<file path="src/rtl/triple_fb_mgr.sv">
module triple_fb_mgr #(
  parameter int H_ACT = 742,
  parameter int V_ACT = 480,
  parameter int PIX_W = 10,
  parameter int NSLOT = 3,
  localparam int FRAME = H_ACT * V_ACT,
  localparam int OW = $clog2(FRAME + 1),
  localparam int AW = $clog2(NSLOT * FRAME + 1),
  localparam int SW = $clog2(NSLOT)
) (
  input  logic             clk,
  input  logic             rst_n,
  input  logic             in_vs,
  input  logic             in_de,
  input  logic [PIX_W-1:0] in_pix,
  output logic             wr_en,
  output logic [AW-1:0]    wr_addr,
  output logic [PIX_W-1:0] wr_data,
  output logic [SW-1:0]    wr_slot,
  output logic             frame_done,
  input  logic             rd_req,
  output logic             rd_en,
  output logic [AW-1:0]    rd_addr,
  output logic             rd_sof,
  output logic [SW-1:0]    rd_slot,
  output logic             rd_blank
);

  logic [OW-1:0] w_ofs, r_ofs;
  logic [SW-1:0] pend_q;
  logic          have_q;

  function automatic logic [AW-1:0] slot_base(input logic [SW-1:0] s);
    return AW'(s) * AW'(FRAME);
  endfunction

  function automatic logic [SW-1:0] slot_next(input logic [SW-1:0] s);
    return (s == SW'(NSLOT - 1)) ? '0 : s + SW'(1);
  endfunction

  wire w_take = in_de & ~in_vs;
  wire w_last = w_take && (w_ofs == OW'(FRAME - 1));
  wire r_go   = rd_req & have_q;
  wire r_first = (r_ofs == '0);
  wire r_last  = (r_ofs == OW'(FRAME - 1));
  wire [SW-1:0] r_use = r_first ? pend_q : rd_slot;

  assign rd_blank = ~have_q;

  always_ff @(posedge clk) begin
    if (!rst_n) begin
      wr_en      <= 1'b0;
      wr_addr    <= '0;
      wr_data    <= '0;
      wr_slot    <= '0;
      frame_done <= 1'b0;
      w_ofs      <= '0;
      pend_q     <= '0;
      have_q     <= 1'b0;
    end else begin
      wr_en      <= w_take;
      frame_done <= w_last;
      if (w_take) begin
        wr_addr <= slot_base(wr_slot) + AW'(w_ofs);
        wr_data <= in_pix;
      end
      if (in_vs) begin
        w_ofs <= '0;
      end else if (w_last) begin
        w_ofs   <= '0;
        wr_slot <= slot_next(wr_slot);
        pend_q  <= wr_slot;
        have_q  <= 1'b1;
      end else if (w_take) begin
        w_ofs <= w_ofs + OW'(1);
      end
    end
  end

  always_ff @(posedge clk) begin
    if (!rst_n) begin
      rd_en   <= 1'b0;
      rd_sof  <= 1'b0;
      rd_addr <= '0;
      rd_slot <= '0;
      r_ofs   <= '0;
    end else begin
      rd_en  <= r_go;
      rd_sof <= r_go & r_first;
      if (r_go) begin
        rd_slot <= r_use;
        rd_addr <= slot_base(r_use) + AW'(r_ofs);
        r_ofs   <= r_last ? '0 : r_ofs + OW'(1);
      end
    end
  end

endmodule


</file>
<file path="config.mk">
export PLATFORM = sky130hd
export DESIGN_NAME = triple_fb_mgr
export DESIGN_NICKNAME = d
export VERILOG_FILES = /design/src/rtl/triple_fb_mgr.sv
export SDC_FILE = /design/constraint.sdc
export NUM_CORES = 1
export LEC_CHECK = 0
export ABC_AREA = 0
export BUFFER_PORTS_ARGS = -buffer_cell sky130_fd_sc_hd__buf_4
export CORE_UTILIZATION = 58
export CTS_CLUSTER_SIZE = 28
export DETAILED_ROUTE_END_ITERATION = 10
export PLACE_DENSITY = 0.82
export SYNTH_ARGS = -nofsm -noshare
export SYNTH_HDL_FRONTEND = slang
export SYNTH_SLANG_ARGS = --single-unit
</file>
<file path="constraint.sdc">
create_clock -name clk -period 4.6 [get_ports clk]
set_clock_uncertainty 0.2 [all_clocks]
set_input_delay 0.23 -clock clk [delete_from_list [all_inputs] [get_ports clk]]
set_output_delay 0.23 -clock clk [all_outputs]
set_load 0.005 [all_outputs]
</file>
After elaboration in Yosys (flattened, before gate mapping)
Index checks and enable logic that the tools add are counted. Widths: inputs -> output; s select.

Multiplexer cells: 3. Equality and inequality tests: 3. Add/subtract/negate cells: 5. Bitwise operators: 6. Reductions and logical operators: 4. Multipliers: 2.

Operators with widths (count): $add 21x19->21 (2); $add 19x1->19 const B (2); $eq 19x19->1 const B (2); $mul 2x13->15 const B (2); $logic_not 19->1 (1); $mux 19 (1); $mux 2 (2); $and 1x1->1 (3); $not 1->1 (3); $reduce_or 3->1 (1); $add 2x1->2 const B (1); $eq 2x2->1 const B (1); $reduce_and 2->1 (1); $logic_and 1x1->1 (1).

Flip-flop bits (word level): 101. Bits of input ports: 15. Output and inout bits: 61. Word-level logic and storage cells: 36.

Depth between registers and ports, before layout
Gate-level depths: netlist of run 1.

Depth after elaboration: 4. Depth in mapped cells: 15. Mapped depth without buffers: 15.

Worst setup path after synthesis of run 1
No wires, ideal clock.

Path kind: register to register. Start: register r_ofs[18]. End: register rd_addr[19]. Library setup time: 0.124 ns. Data required time: 4.276 ns. Cell stages (with the launch flop): 13. Path buffers: 0. Arrival: 2.954 ns. Setup slack: 1.322 ns. Period minus slack after synthesis: 3.278 ns. Cells stage by stage: dfxtp_1 > nor4_4 > nand3_2 > nor3_4 > mux2i_1 > ha_1 > ha_1 > a21o_1 > a31oi_1 > nor3_1 > a221oi_1 > mux2i_1 > nand3_1.

Longest elaborated chain between the ends: 4.

RTL lines: from (decl) (RTL line 29) `logic [OW-1:0] w_ofs, r_ofs;`; from (signal assigned) (RTL line 93) `r_ofs <= r_last ? '0 : r_ofs + OW'(1);`; $logic_not 19->1 (RTL line 44) `wire r_first = (r_ofs == '0);`; $mux 2 (RTL line 46) `wire [SW-1:0] r_use = r_first ? pend_q : rd_slot;`; $mul 2x13->15 (RTL line 34) `return AW'(s) * AW'(FRAME);`; $add 21x19->21 * (RTL line 92) `rd_addr <= slot_base(r_use) + AW'(r_ofs);`; to (signal assigned) (RTL line 92); to (decl) (RTL line 23) `output logic [AW-1:0] rd_addr,`.

Every way passes the cells marked *; elsewhere a longest branch is shown, timed or not. A chain may end at the register's enable or synchronous reset.

Worst setup path in the final report of run 1
Start: register r_ofs[6]. End: register rd_addr[19].

Same word-level chain as after synthesis.

==> impl_results.md, run 1 <==
- Routed wire length per instance: 15.92 µm
- Worst-Margin Slew: 1.013 ns
- Layout cell share with drive strength beyond 1: 15.81%
- IO Port Bufs: 75
- FP Rows: 35
- Fin crit period: 3.816 ns
- XOR/XNOR share of the synthesized area: 7.213%
- Initial core utilization: 59.41%
- DR DRC count: 0
- Core box area: 0.009196 mm²
- Normalized max-slew margin: 32.33%
- Vias in the first global route: 4762
- Clock latency on the worst-skew pair: 0.37 ns
- Final GP Congestion: 0.9516
- Die H: 99.06 µm
- CP max stage cell: mux2i_1
- Slowest cell delay on critical path: 0.45 ns
- Pin count of the biggest net entering global routing: 70
- HP Class: in -> reg
- Critical path class: reg -> reg
- Synth Area in Adders: 9.205%
- Clk slew on worst S/H paths: 0.11 ns
- Pre-CTS setup slack: 0.8802 ns
- WL final: 13250 µm
- Setup_tns: 0 ns
- Initial DRC count: 182
- PostCTS Resize Cnt: 0
- Pwr Total: 1.549 mW
- Final hold vios: 0
- Grt ovf: 0
- Synth-to-Final Area Change: 16.26%
- Worst hold start: in_vs
- Fin worst setup slack: 0.7839 ns
- Via count: 4900
- Status: completed
- Setup violations, final: 0
- Largest family of logic cells by synthesized area: simple AND/OR/NAND/NOR gates
- Upper clock frequency limit: 262.0 MHz
- I/O pin total: 76
- CP Launch Type: register
- Mux share of post-synthesis cell area: 0.8244%
- Crit path launch: r_ofs[6]
- Simple-gate share of the synthesized area: 24.87%
- CP Cell Sequence: nor3_1 > nand2_1 > nor3_4 > mux2i_1 > ha_1 > ha_1 > a21o_1 > a31oi_1 > nor3_1 > a221oi_1 > mux2i_1 > nand3_1
- Synth cell types: 62
- Power density over cell area: 243.8 mW/mm²
- Worst reg2reg startpoint: r_ofs[6]
- Initial antenna violation count: 0
- DPL Wire Length: 9416 µm
- Synth warn: 0
- CTS max path bufs: 2
- Critical Path RT: 4.67 ns
- Diodes inserted: 0
- Static leakage power: 2.756 nW
- Final layout net count: 770
- Final ANT Viol Nets: 0
- Root Driver: clkbuf_8
- Die area: 0.009813 mm²
- Initial DRT Pass Iterations: 5
- Mapped Nets: 698
- Syn Inst Count: 644
- CTS tree: done
- CTS Buf Count: 9
- Crit end category: register
- Total GRT Usage: 27.92%
- Die X: 99.06 µm
- Most frequent cells in the layout: 101 x nand2_1, 101 x dfxtp_1, 77 x buf_4
- Yosys reg bits: 101
- Mapped Area: 0.005464 mm²
- Complex-gate fraction of the synthesized area: 16.99%
- Register area share after synthesis: 37.00%
- VDD IR-drop max: 0.1960 mV
- Avg Inst Size Synth: 8.484 µm²
- Clock tree sinks: 101
- Vias per cell: 5.889
- CP Max Fanout: 7
- Global-route wire length before repair: 21940 µm
- RSZ-0062 raised after global routing: no
- H-Tree Depth: 3
- Max_cap viols: 0
- WP data arrival: 3.88 ns
- Part of the cycle the worst path needs: 82.96%
- Slew Limit Fails: 0
## worst max-delay path: cells and delay by family (launching register included)
family                     cells  cell delay, ns
AOI/OAI and AO/OA              3            0.79
adders and majority gates      2            0.71
DFF                            1            0.38
muxes                          2            0.68
and+or+nand+nor                5            0.95
## where the power goes
group | total, mW | internal [mW] | leakage (nW) | switching (mW)
clock network | 0.601 | 0.261 | 0.107 | 0.340
registers | 0.883 | 0.880 | 0.815 | 0.00323
logic | 0.0647 | 0.0299 | 1.83 | 0.0348
total | 1.55 | 1.17 | 2.76 | 0.379
## routing by layer
metal  up-vias  global-route usage [%]  routed length [µm]
met4         0                   12.56                 358
met3        40                   4.610                 510
met1      2347                   34.40                5767
li1       2383                       -                   -
met5         -                       0                   0
met2       130                   47.98                6612
## per-stage QoR
| step | hold slack [ns] | cell area (µm²) | std cells | utilization (%) |
|---|---|---|---|---|
| after global placement | 0.2499 | 6048 | 806 | 65.77 |
| after global routing | 0.2089 | 6352 | 832 | 69.07 |
| final | 0.1877 | 6352 | 832 | 69.07 |
| after floorplan | 0.1749 | 5464 | 644 | - |
| after CTS | 0.1654 | 6352 | 832 | 69.07 |
| after detailed placement | 0.2543 | 6048 | 806 | 65.77 |
## synthesized netlist by cell type (all sizes together)
master,number,share of area [%]
nand4b,2,0.32
o21a,4,0.55
or3,4,0.55
and4b,2,0.37
fa,2,0.73
nand2b,11,1.4
a21boi,30,4.1
a21o,10,1.4
o211ai,4,0.55
a221oi,1,0.16
and3,4,0.48
mux2,1,0.27
clkbuf,11,0.76
mux2i,3,0.55
nor3,14,1.7
ha,37,8.5
or2,1,0.11
nor3b,2,0.27
nor2,59,4.3
a31oi,6,0.69
nor4b,1,0.16
nand4,11,1.4
a211oi,8,1.1
nand3,38,3.8
inv,20,1.4
o211a,6,1.1
o41ai,1,0.16
dfxtp,101,37
xor2,25,4.0
o2bb2ai,1,0.16
xnor2,20,3.2
o31ai,6,0.82
nor4,4,0.73
a21oi,17,1.6
o21bai,4,0.55
a22o,4,0.64
o21ai,33,3.2
and4,5,0.80
a41oi,1,0.16
buf,15,1.7
and2,10,1.1
nand2,102,7.1
nor2b,3,0.39
## timing repair
item,4_1_cts,5_1_grt
buffers inserted,0,0
hold buffers,10,0
endpoints found under the hold margin,10,0
## kinds of logic after synthesis
logic type               Yosys count
AND/OR/NAND/NOR                  273
AO/OA/AOI/OAI                    136
flip-flops                       101
buffers and inverters             46
XOR/XNOR                          45
adder cells (fa/ha/maj)           39
multiplexers                       4
## layout make-up
cell class                      instances  area, µm²
Inverter                               20      77.57
Fill cell                             741       2844
Multi-Input combinational cell        497       3232
Sequential cell                       101       2022
Clock buffer                            9      123.9
Clock inverter                          7      80.08
Tap cell                              111      138.9
Timing Repair Buffer                   87      678.2
## final timing paths
check | end | slack, ns | depth (start not counted)
setup / recovery | rd_addr[19] | 0.78 | 12
hold reg to reg | rd_addr[18] | 0.27 | 2
hold / removal | wr_addr[18] | 0.19 | 4
setup reg to reg | rd_addr[19] | 0.78 | 12
## state kept, by name, indices dropped and copies added (netlist names)
| register | cells |
|---|---|
| rd_slot | 2 |
| rd_sof | 1 |
| wr_data | 10 |
| have_q | 1 |
| wr_en | 1 |
| w_ofs | 19 |
| wr_addr | 21 |
| wr_slot | 2 |
| pend_q | 2 |
| r_ofs | 19 |
| rd_addr | 21 |
| rd_en | 1 |
| frame_done | 1 |
Power figures use the tool's default switching activity.
==> run 2, diff against run 1 <==
clock period = 3.65 ns   (was 4.6 ns; I/O delays follow)
==> run 2 against run 1 <==
Compared with the run above: clock-buffer cell count grew 1; setup slack got worse by 0.64 ns; clock power grew 36%; sequential share of layout area decreased by 0.68 points; sequential power rose by 26%; power grew 30%; largest power group unchanged.
==> impl_results.md, run 2 (synthesis gave the netlist of run 1 again) <==
- Total GRT Usage: 27.94% (about the same)
- Critical Path RT: 3.71 ns (-0.96 ns)
- Most common cell after layout, fill and taps aside: nand2_1
- VDD IR-drop max: 0.3179 mV (+62%)
- I/O pin total: 76 (unchanged)
- Vias per cell: 5.811 (-1.3%)
- Switching Share: 22.58% (-1.9 points)
- Internal: 1.557 mW (+33%)
- Logic pwr share: 4.1% (about the same)
- HP Class: in -> reg
- Final GP Congestion: 0.9591 (+0.79%)
- WP data arrival: 3.57 ns (-0.31 ns)
- FP Rows: 35 (unchanged)
- Core box area: 0.009196 mm² (unchanged)
- CP Launch Type: register
- Via count: 4887 (-0.27%)
- CTS tree: done
- Root Driver: clkbuf_8
- Pin count of the biggest net entering global routing: 43 (-39%)
- Slowest cell delay on critical path: 0.37 ns (-0.08 ns)
- Critical path class: reg -> reg
- Part of the cycle the worst path needs: 96.15% (+13 points)
- Initial DRC count: 218 (+20%)
- Final hold slack: 0.04596 ns (-0.1418 ns)
- WHS Endpoint: wr_addr[7]
- Clock latency on the worst-skew pair: 0.37 ns (about the same)
- Power density over cell area: 309.7 mW/mm² (+27%)
- DR DRC count: 0 (unchanged)
- Grt ovf: 0 (unchanged)
- Worst hold path stage count: 2 (-2)
- Reg2reg path depth: 13 (+1)
- Initial antenna violation count: 0 (unchanged)
- Fin crit period: 3.509 ns (-0.3067 ns)
- RSZ-0062 raised after global routing: yes
- Sequential power share: 55.3% (-1.7 points)
- Setup violations, final: 0 (unchanged)
- CTS Buf Count: 9 (unchanged)
- Diodes inserted: 0 (unchanged)
- Global-route wire length before repair: 21960 µm (+0.12%)
- Clk slew on worst S/H paths: 0.10 ns (about the same)
- Clock tree sinks: 101 (unchanged)
- R2R Path End: rd_addr[20]
- CP max stage cell: mux2_4
- Slew Limit Fails: 0 (unchanged)
- Fillers: 744 (+0.40%)
- Initial core utilization: 59.41% (unchanged)
- Initial DRT Pass Iterations: 4 (-1)
- Worst hold start: rst_n
- Clock power share: 40.6% (+1.8 points)
- Worst-Margin Slew: 0.9556 ns (-0.05693 ns)
- Reg2Reg Setup Slack: 0.14 ns (-0.64 ns)
- Static leakage power: 2.799 nW (+1.6%)
- CP Max Fanout: 4 (-3)
- Max_cap viols: 0 (unchanged)
- Sw Pwr: 454.2 µW (+20%)
- DPL Wire Length: 9505 µm (+0.95%)
- Status: completed
- Cell Area, Placed: 0.006101 mm² (+0.87%)
- CP Cell Sequence: nor4_1 > nand2_1 > nor3_4 > mux2_4 > ha_2 > inv_1 > ha_1 > o211ai_1 > a21oi_1 > o211a_1 > o31ai_2 > xor2_1 > a21oi_1
- Vias in the first global route: 4693 (-1.4%)
- Post-route cell area: 0.006495 mm² (+2.2%)
- WL final: 13200 µm (-0.40%)
- Final ANT Viol Nets: 0 (unchanged)
- Normalized max-slew margin: 36.14% (+3.8 points)
- H-Tree Depth: 3 (unchanged)
- Die X: 99.06 µm (unchanged)
- Final layout net count: 779 (+1.2%)
- CP most frequent cell: a21oi_1
- Biggest regs: rd_addr x21, wr_addr x21
- Layout cell share with drive strength beyond 1: 18.08% (+2.3 points)
- Final hold vios: 0 (unchanged)
- Most frequent cells in the layout: 101 x nand2_1, 100 x dfxtp_1, 86 x buf_4
- IO Port Bufs: 75 (unchanged)
- Routed wire length per instance: 15.69 µm (-1.5%)
- Worst reg2reg startpoint: r_ofs[5]
- Synth-to-Final Area Change: 18.87%
- Die area: 0.009813 mm² (unchanged)
- CTS max path bufs: 2 (unchanged)
- Die H: 99.06 µm (unchanged)
- Upper clock frequency limit: 284.9 MHz (+8.7%)
- Crit end category: register
==> run 2: timing repair <==
item / in CTS / in global routing
endpoints found under the hold margin: 10 / 0
cloned: 0 / 0
gates resized for setup: 2 / 9
hold buffers: 10 / 0
setup endpoints to repair: 1 / 9
pin swaps: 0 / 3
buffers inserted: 0 / 2
==> run 2: worst max-delay path by stage <==
stage	depth (start not counted)	end	start
2_1_floorplan	12	rd_addr[19]	r_ofs[18]
3_3_place_gp	12	rd_addr[19]	r_ofs[18]
3_5_place_dp	12	rd_addr[19]	r_ofs[18]
4_1_cts	13	rd_addr[18]	r_ofs[18]
5_1_grt	13	rd_addr[19]	r_ofs[5]
6_report	13	rd_addr[20]	r_ofs[5]
==> run 2: stage by stage <==
step / instances / worst slack (ns) / power [mW] / utilization [%] / setup TNS (ns)
final: 841 / 0.1406 / 2.011 / 70.63 / 0
after global routing: 841 / -0.03659 / 2.074 / 70.63 / -0.06037
after CTS: 839 / 0.008455 / 2.026 / 70.03 / 0
after detailed placement: 813 / -0.06706 / 1.211 / 66.34 / -0.06706
after global placement: 813 / 0.1042 / 1.208 / 66.34 / 0
after floorplan: 644 / 0.3720 / 1.181 / - / 0
==> run 2: worst max-delay path: cells and delay by family, from the launching register on <==
family,cells,cell delay (ns)
AO/OA/AOI/OAI,5,0.88
XOR/XNOR,1,0.17
adder cells (fa/ha/maj),2,0.63
buffers and inverters,1,0.04
flip-flops,1,0.35
multiplexers,1,0.37
AND/OR/NAND/NOR,3,0.75
==> run 2: final cells by class <==
type / instances / area [µm²] / area share, %
Tap cell: 111 / 138.9 / 2.138
Clock inverter: 6 / 95.09 / 1.464
Inverter: 20 / 77.57 / 1.194
Multi-Input combinational cell: 497 / 3277 / 50.45
Sequential cell: 101 / 2023 / 31.15
Clock buffer: 10 / 137.6 / 2.119
Timing Repair Buffer: 96 / 745.7 / 11.48
==> run 2: power by group through the flow <==
stage,Sequential (mW),Combinational [mW],Clock [mW]
finish,1.11,0.0830,0.816
global route,1.11,0.0889,0.871
CTS,1.11,0.0821,0.831
detailed placement,1.14,0.0734,0
global placement,1.14,0.0709,0
floorplan,1.14,0.0424,0
==> run 2: per-layer routing <==
layer	vias up	routed length, µm	track usage, %
li1	2399	-	-
met2	121	6734	48.79
met4	0	243	11.99
met5	-	0	0
met3	25	570	6.241
met1	2342	5647	32.98
==> run 3, diff against run 2 <==
CAP_MARGIN = 15   (was not set)
GPL_ROUTABILITY_DRIVEN = 0   (was not set)
RECOVER_POWER = 25   (was not set)
==> run 3 against run 2 <==
Compared with the run above: power fell by 5.1%; combinational power fell by 0.7%; setup slack got worse by 0.028 ns; flip-flop and latch count did not move; hold slack improved by 0.10 ns; routed wire length rose by 1.8%; via count rose by 0.49%; die area did not move; fmax fell by 0.78%; final cell count rose by 0.12%; critical endpoint is now rd_addr[11].
==> impl_results.md, run 3 (synthesis gave the netlist of run 1 again) <==
- Status: completed
- Upper clock frequency limit: 282.7 MHz (-0.78%)
- CP Launch Type: register
- Pin count of the biggest net entering global routing: 38 (-12%)
- Crit end category: register
- Routed wire length per instance: 15.95 µm (+1.7%)
- Die area: 0.009813 mm² (unchanged)
- WP data arrival: 3.62 ns (+0.05 ns)
- Slew Limit Fails: 0 (unchanged)
- Critical path class: reg -> reg
- Clock tree sinks: 101 (unchanged)
- Max_cap viols: 0 (unchanged)
- Final non-filler cell total: 842 (+0.12%)
- Root Driver: clkbuf_8
- Normalized max-slew margin: 13.47% (-23 points)
- Setup violations, final: 0 (unchanged)
- Cell Area, Placed: 0.006093 mm² (-0.12%)
- Sequential power share: 58.3% (+3.0 points)
- Final ANT Viol Nets: 0 (unchanged)
- Layout cell share with drive strength beyond 1: 17.65% (-0.44 points)
- Die X: 99.06 µm (unchanged)
- Initial core utilization: 59.41% (unchanged)
- Via count: 4911 (+0.49%)
- CTS tree: done
- FP Rows: 35 (unchanged)
- Final hold vios: 0 (unchanged)
- WL final: 13430 µm (+1.8%)
- HP Class: in -> reg
- Global-route wire length before repair: 21760 µm (-0.94%)
- Internal: 1.412 mW (-9.3%)
- Fin worst setup slack: 0.1129 ns (-0.02768 ns)
- DPL Wire Length: 9531 µm (+0.27%)
- Switching Share: 26.01% (+3.4 points)
- Fin crit period: 3.537 ns (+0.02768 ns)
- Static leakage power: 2.764 nW (-1.2%)
- Power density over cell area: 294.7 mW/mm² (-4.8%)
- Initial DRT Pass Iterations: 5 (+1)
- CTS Buf Count: 9 (unchanged)
- DR DRC count: 0 (unchanged)
- Core box area: 0.009196 mm² (unchanged)
- Total GRT Usage: 27.77% (-0.16 points)
- Clk slew on worst S/H paths: 0.11 ns (about the same)
- I/O pin total: 76 (unchanged)
- Part of the cycle the worst path needs: 96.91% (+0.76 points)
- Placed insts: 812 (-0.12%)
- CP Max Fanout: 5 (+1)
- Logic pwr share: 4.3% (+0.2 points)
- VDD IR-drop max: 0.2551 mV (-20%)
- Synth-to-Final Area Change: 18.50%
- CP most frequent cell: o21ai_0
- Pre-CTS setup slack: -0.06661 ns (+0.0004503 ns)
- Post-route cell area: 0.006475 mm² (-0.31%)
- Clock latency on the worst-skew pair: 0.38 ns (about the same)
- CP max stage cell: dfxtp_1
- Clock power share: 37.4% (-3.2 points)
- CTS max path bufs: 2 (unchanged)
- Initial DRC count: 191 (-12%)
- Worst-Margin Slew: 1.298 ns (+0.3423 ns)
- Slowest cell delay on critical path: 0.36 ns (about the same)
- Most frequent cells in the layout: 101 x nand2_1, 101 x dfxtp_1, 60 x buf_4
- Initial antenna violation count: 0 (unchanged)
- Grt ovf: 0 (unchanged)
- Setup_tns: 0 ns (unchanged)
- IO Port Bufs: 75 (unchanged)
- Final layout net count: 780 (+0.13%)
- Final core utilization: 70.41% (-0.22 points)
- CP Cell Sequence: nor4_1 > nand2_1 > nor3_4 > buf_4 > mux2i_4 > ha_4 > inv_1 > ha_1 > o21ai_0 > o21bai_1 > a21oi_1 > xor2_1 > o21ai_0 > and2_1
- Diodes inserted: 0 (unchanged)
- Sw Pwr: 496.3 µW (+9.3%)
- Vias in the first global route: 4636 (-1.2%)
- H-Tree Depth: 3 (unchanged)
- Die H: 99.06 µm (unchanged)
- Critical Path RT: 3.73 ns (+0.02 ns)
- Vias per cell: 5.833 (+0.37%)
- Biggest regs: rd_addr x21, wr_addr x21
## run 3: changes by cell type in the layout (fill, tap and decap cells not counted), moves of 2 or more
cell,previous run,this run
clkbuf_4,0,23
bufinv_16,2,0
clkbuf_1,0,3
inv_8,1,3
buf_4,86,60
## run 3: layout make-up
type,count,area (µm²)
fillers,736,2721
well taps,111,138.9
flip-flops and latches,101,2022
repair buffers,97,744.5
inverters,20,77.57
multi-input cells,497,3302
clock buffers,9,123.9
clock inverters,7,66.31
## run 3: stage by stage
step	power [mW]	hold slack [ns]
after CTS	1.910	0.1370
after floorplan	1.181	0.1274
after detailed placement	1.211	0.2534
final	1.908	0.1477
after global routing	1.960	0.1841
after global placement	1.208	0.2431
## run 3: power groups by stage
stage	clock network (mW)	logic (mW)	registers (mW)
finish	0.713	0.0824	1.11
floorplan	0	0.0424	1.14
global placement	0	0.0703	1.14
global route	0.756	0.0902	1.11
CTS	0.715	0.0825	1.11
detailed placement	0	0.0729	1.14
## run 3: timing repair
action / CTS / global route
pin swaps: 0 / 4
hold buffers: 11 / 0
endpoints found under the hold margin: 12 / 0
setup endpoints to repair: 2 / 8
setup buffers: 0 / 3
cloned: 0 / 0
resized for setup: 2 / 12
## run 3: worst max-delay path: cells and delay by family (launching register included)
| family | cells | cell delay (ns) |
|---|---|---|
| AOI/OAI and AO/OA | 4 | 0.68 |
| xor gates and xnor gates | 1 | 0.27 |
| adders and majority gates | 2 | 0.51 |
| buffers and inverters | 2 | 0.22 |
| DFF | 1 | 0.36 |
| muxes | 1 | 0.32 |
| and+or+nand+nor | 4 | 0.87 |
## run 3: per-layer routing
metal | routed length [µm] | global-route usage, %
met1 | 5623 | 33.36
met2 | 6903 | 49.38
met3 | 539 | 4.681
met4 | 363 | 11.09
met5 | 0 | 0
## run 3: path summary, 6_finish.rpt
kind | to | from | slack [ns] | cells past startpoint
setup / recovery | rd_addr[11] | r_ofs[5] | 0.11 | 14
hold / removal | wr_addr[18] | in_vs | 0.15 | 4
setup reg to reg | rd_addr[11] | r_ofs[5] | 0.11 | 14
hold reg to reg | rd_addr[4] | rd_addr[4] | 0.27 | 2
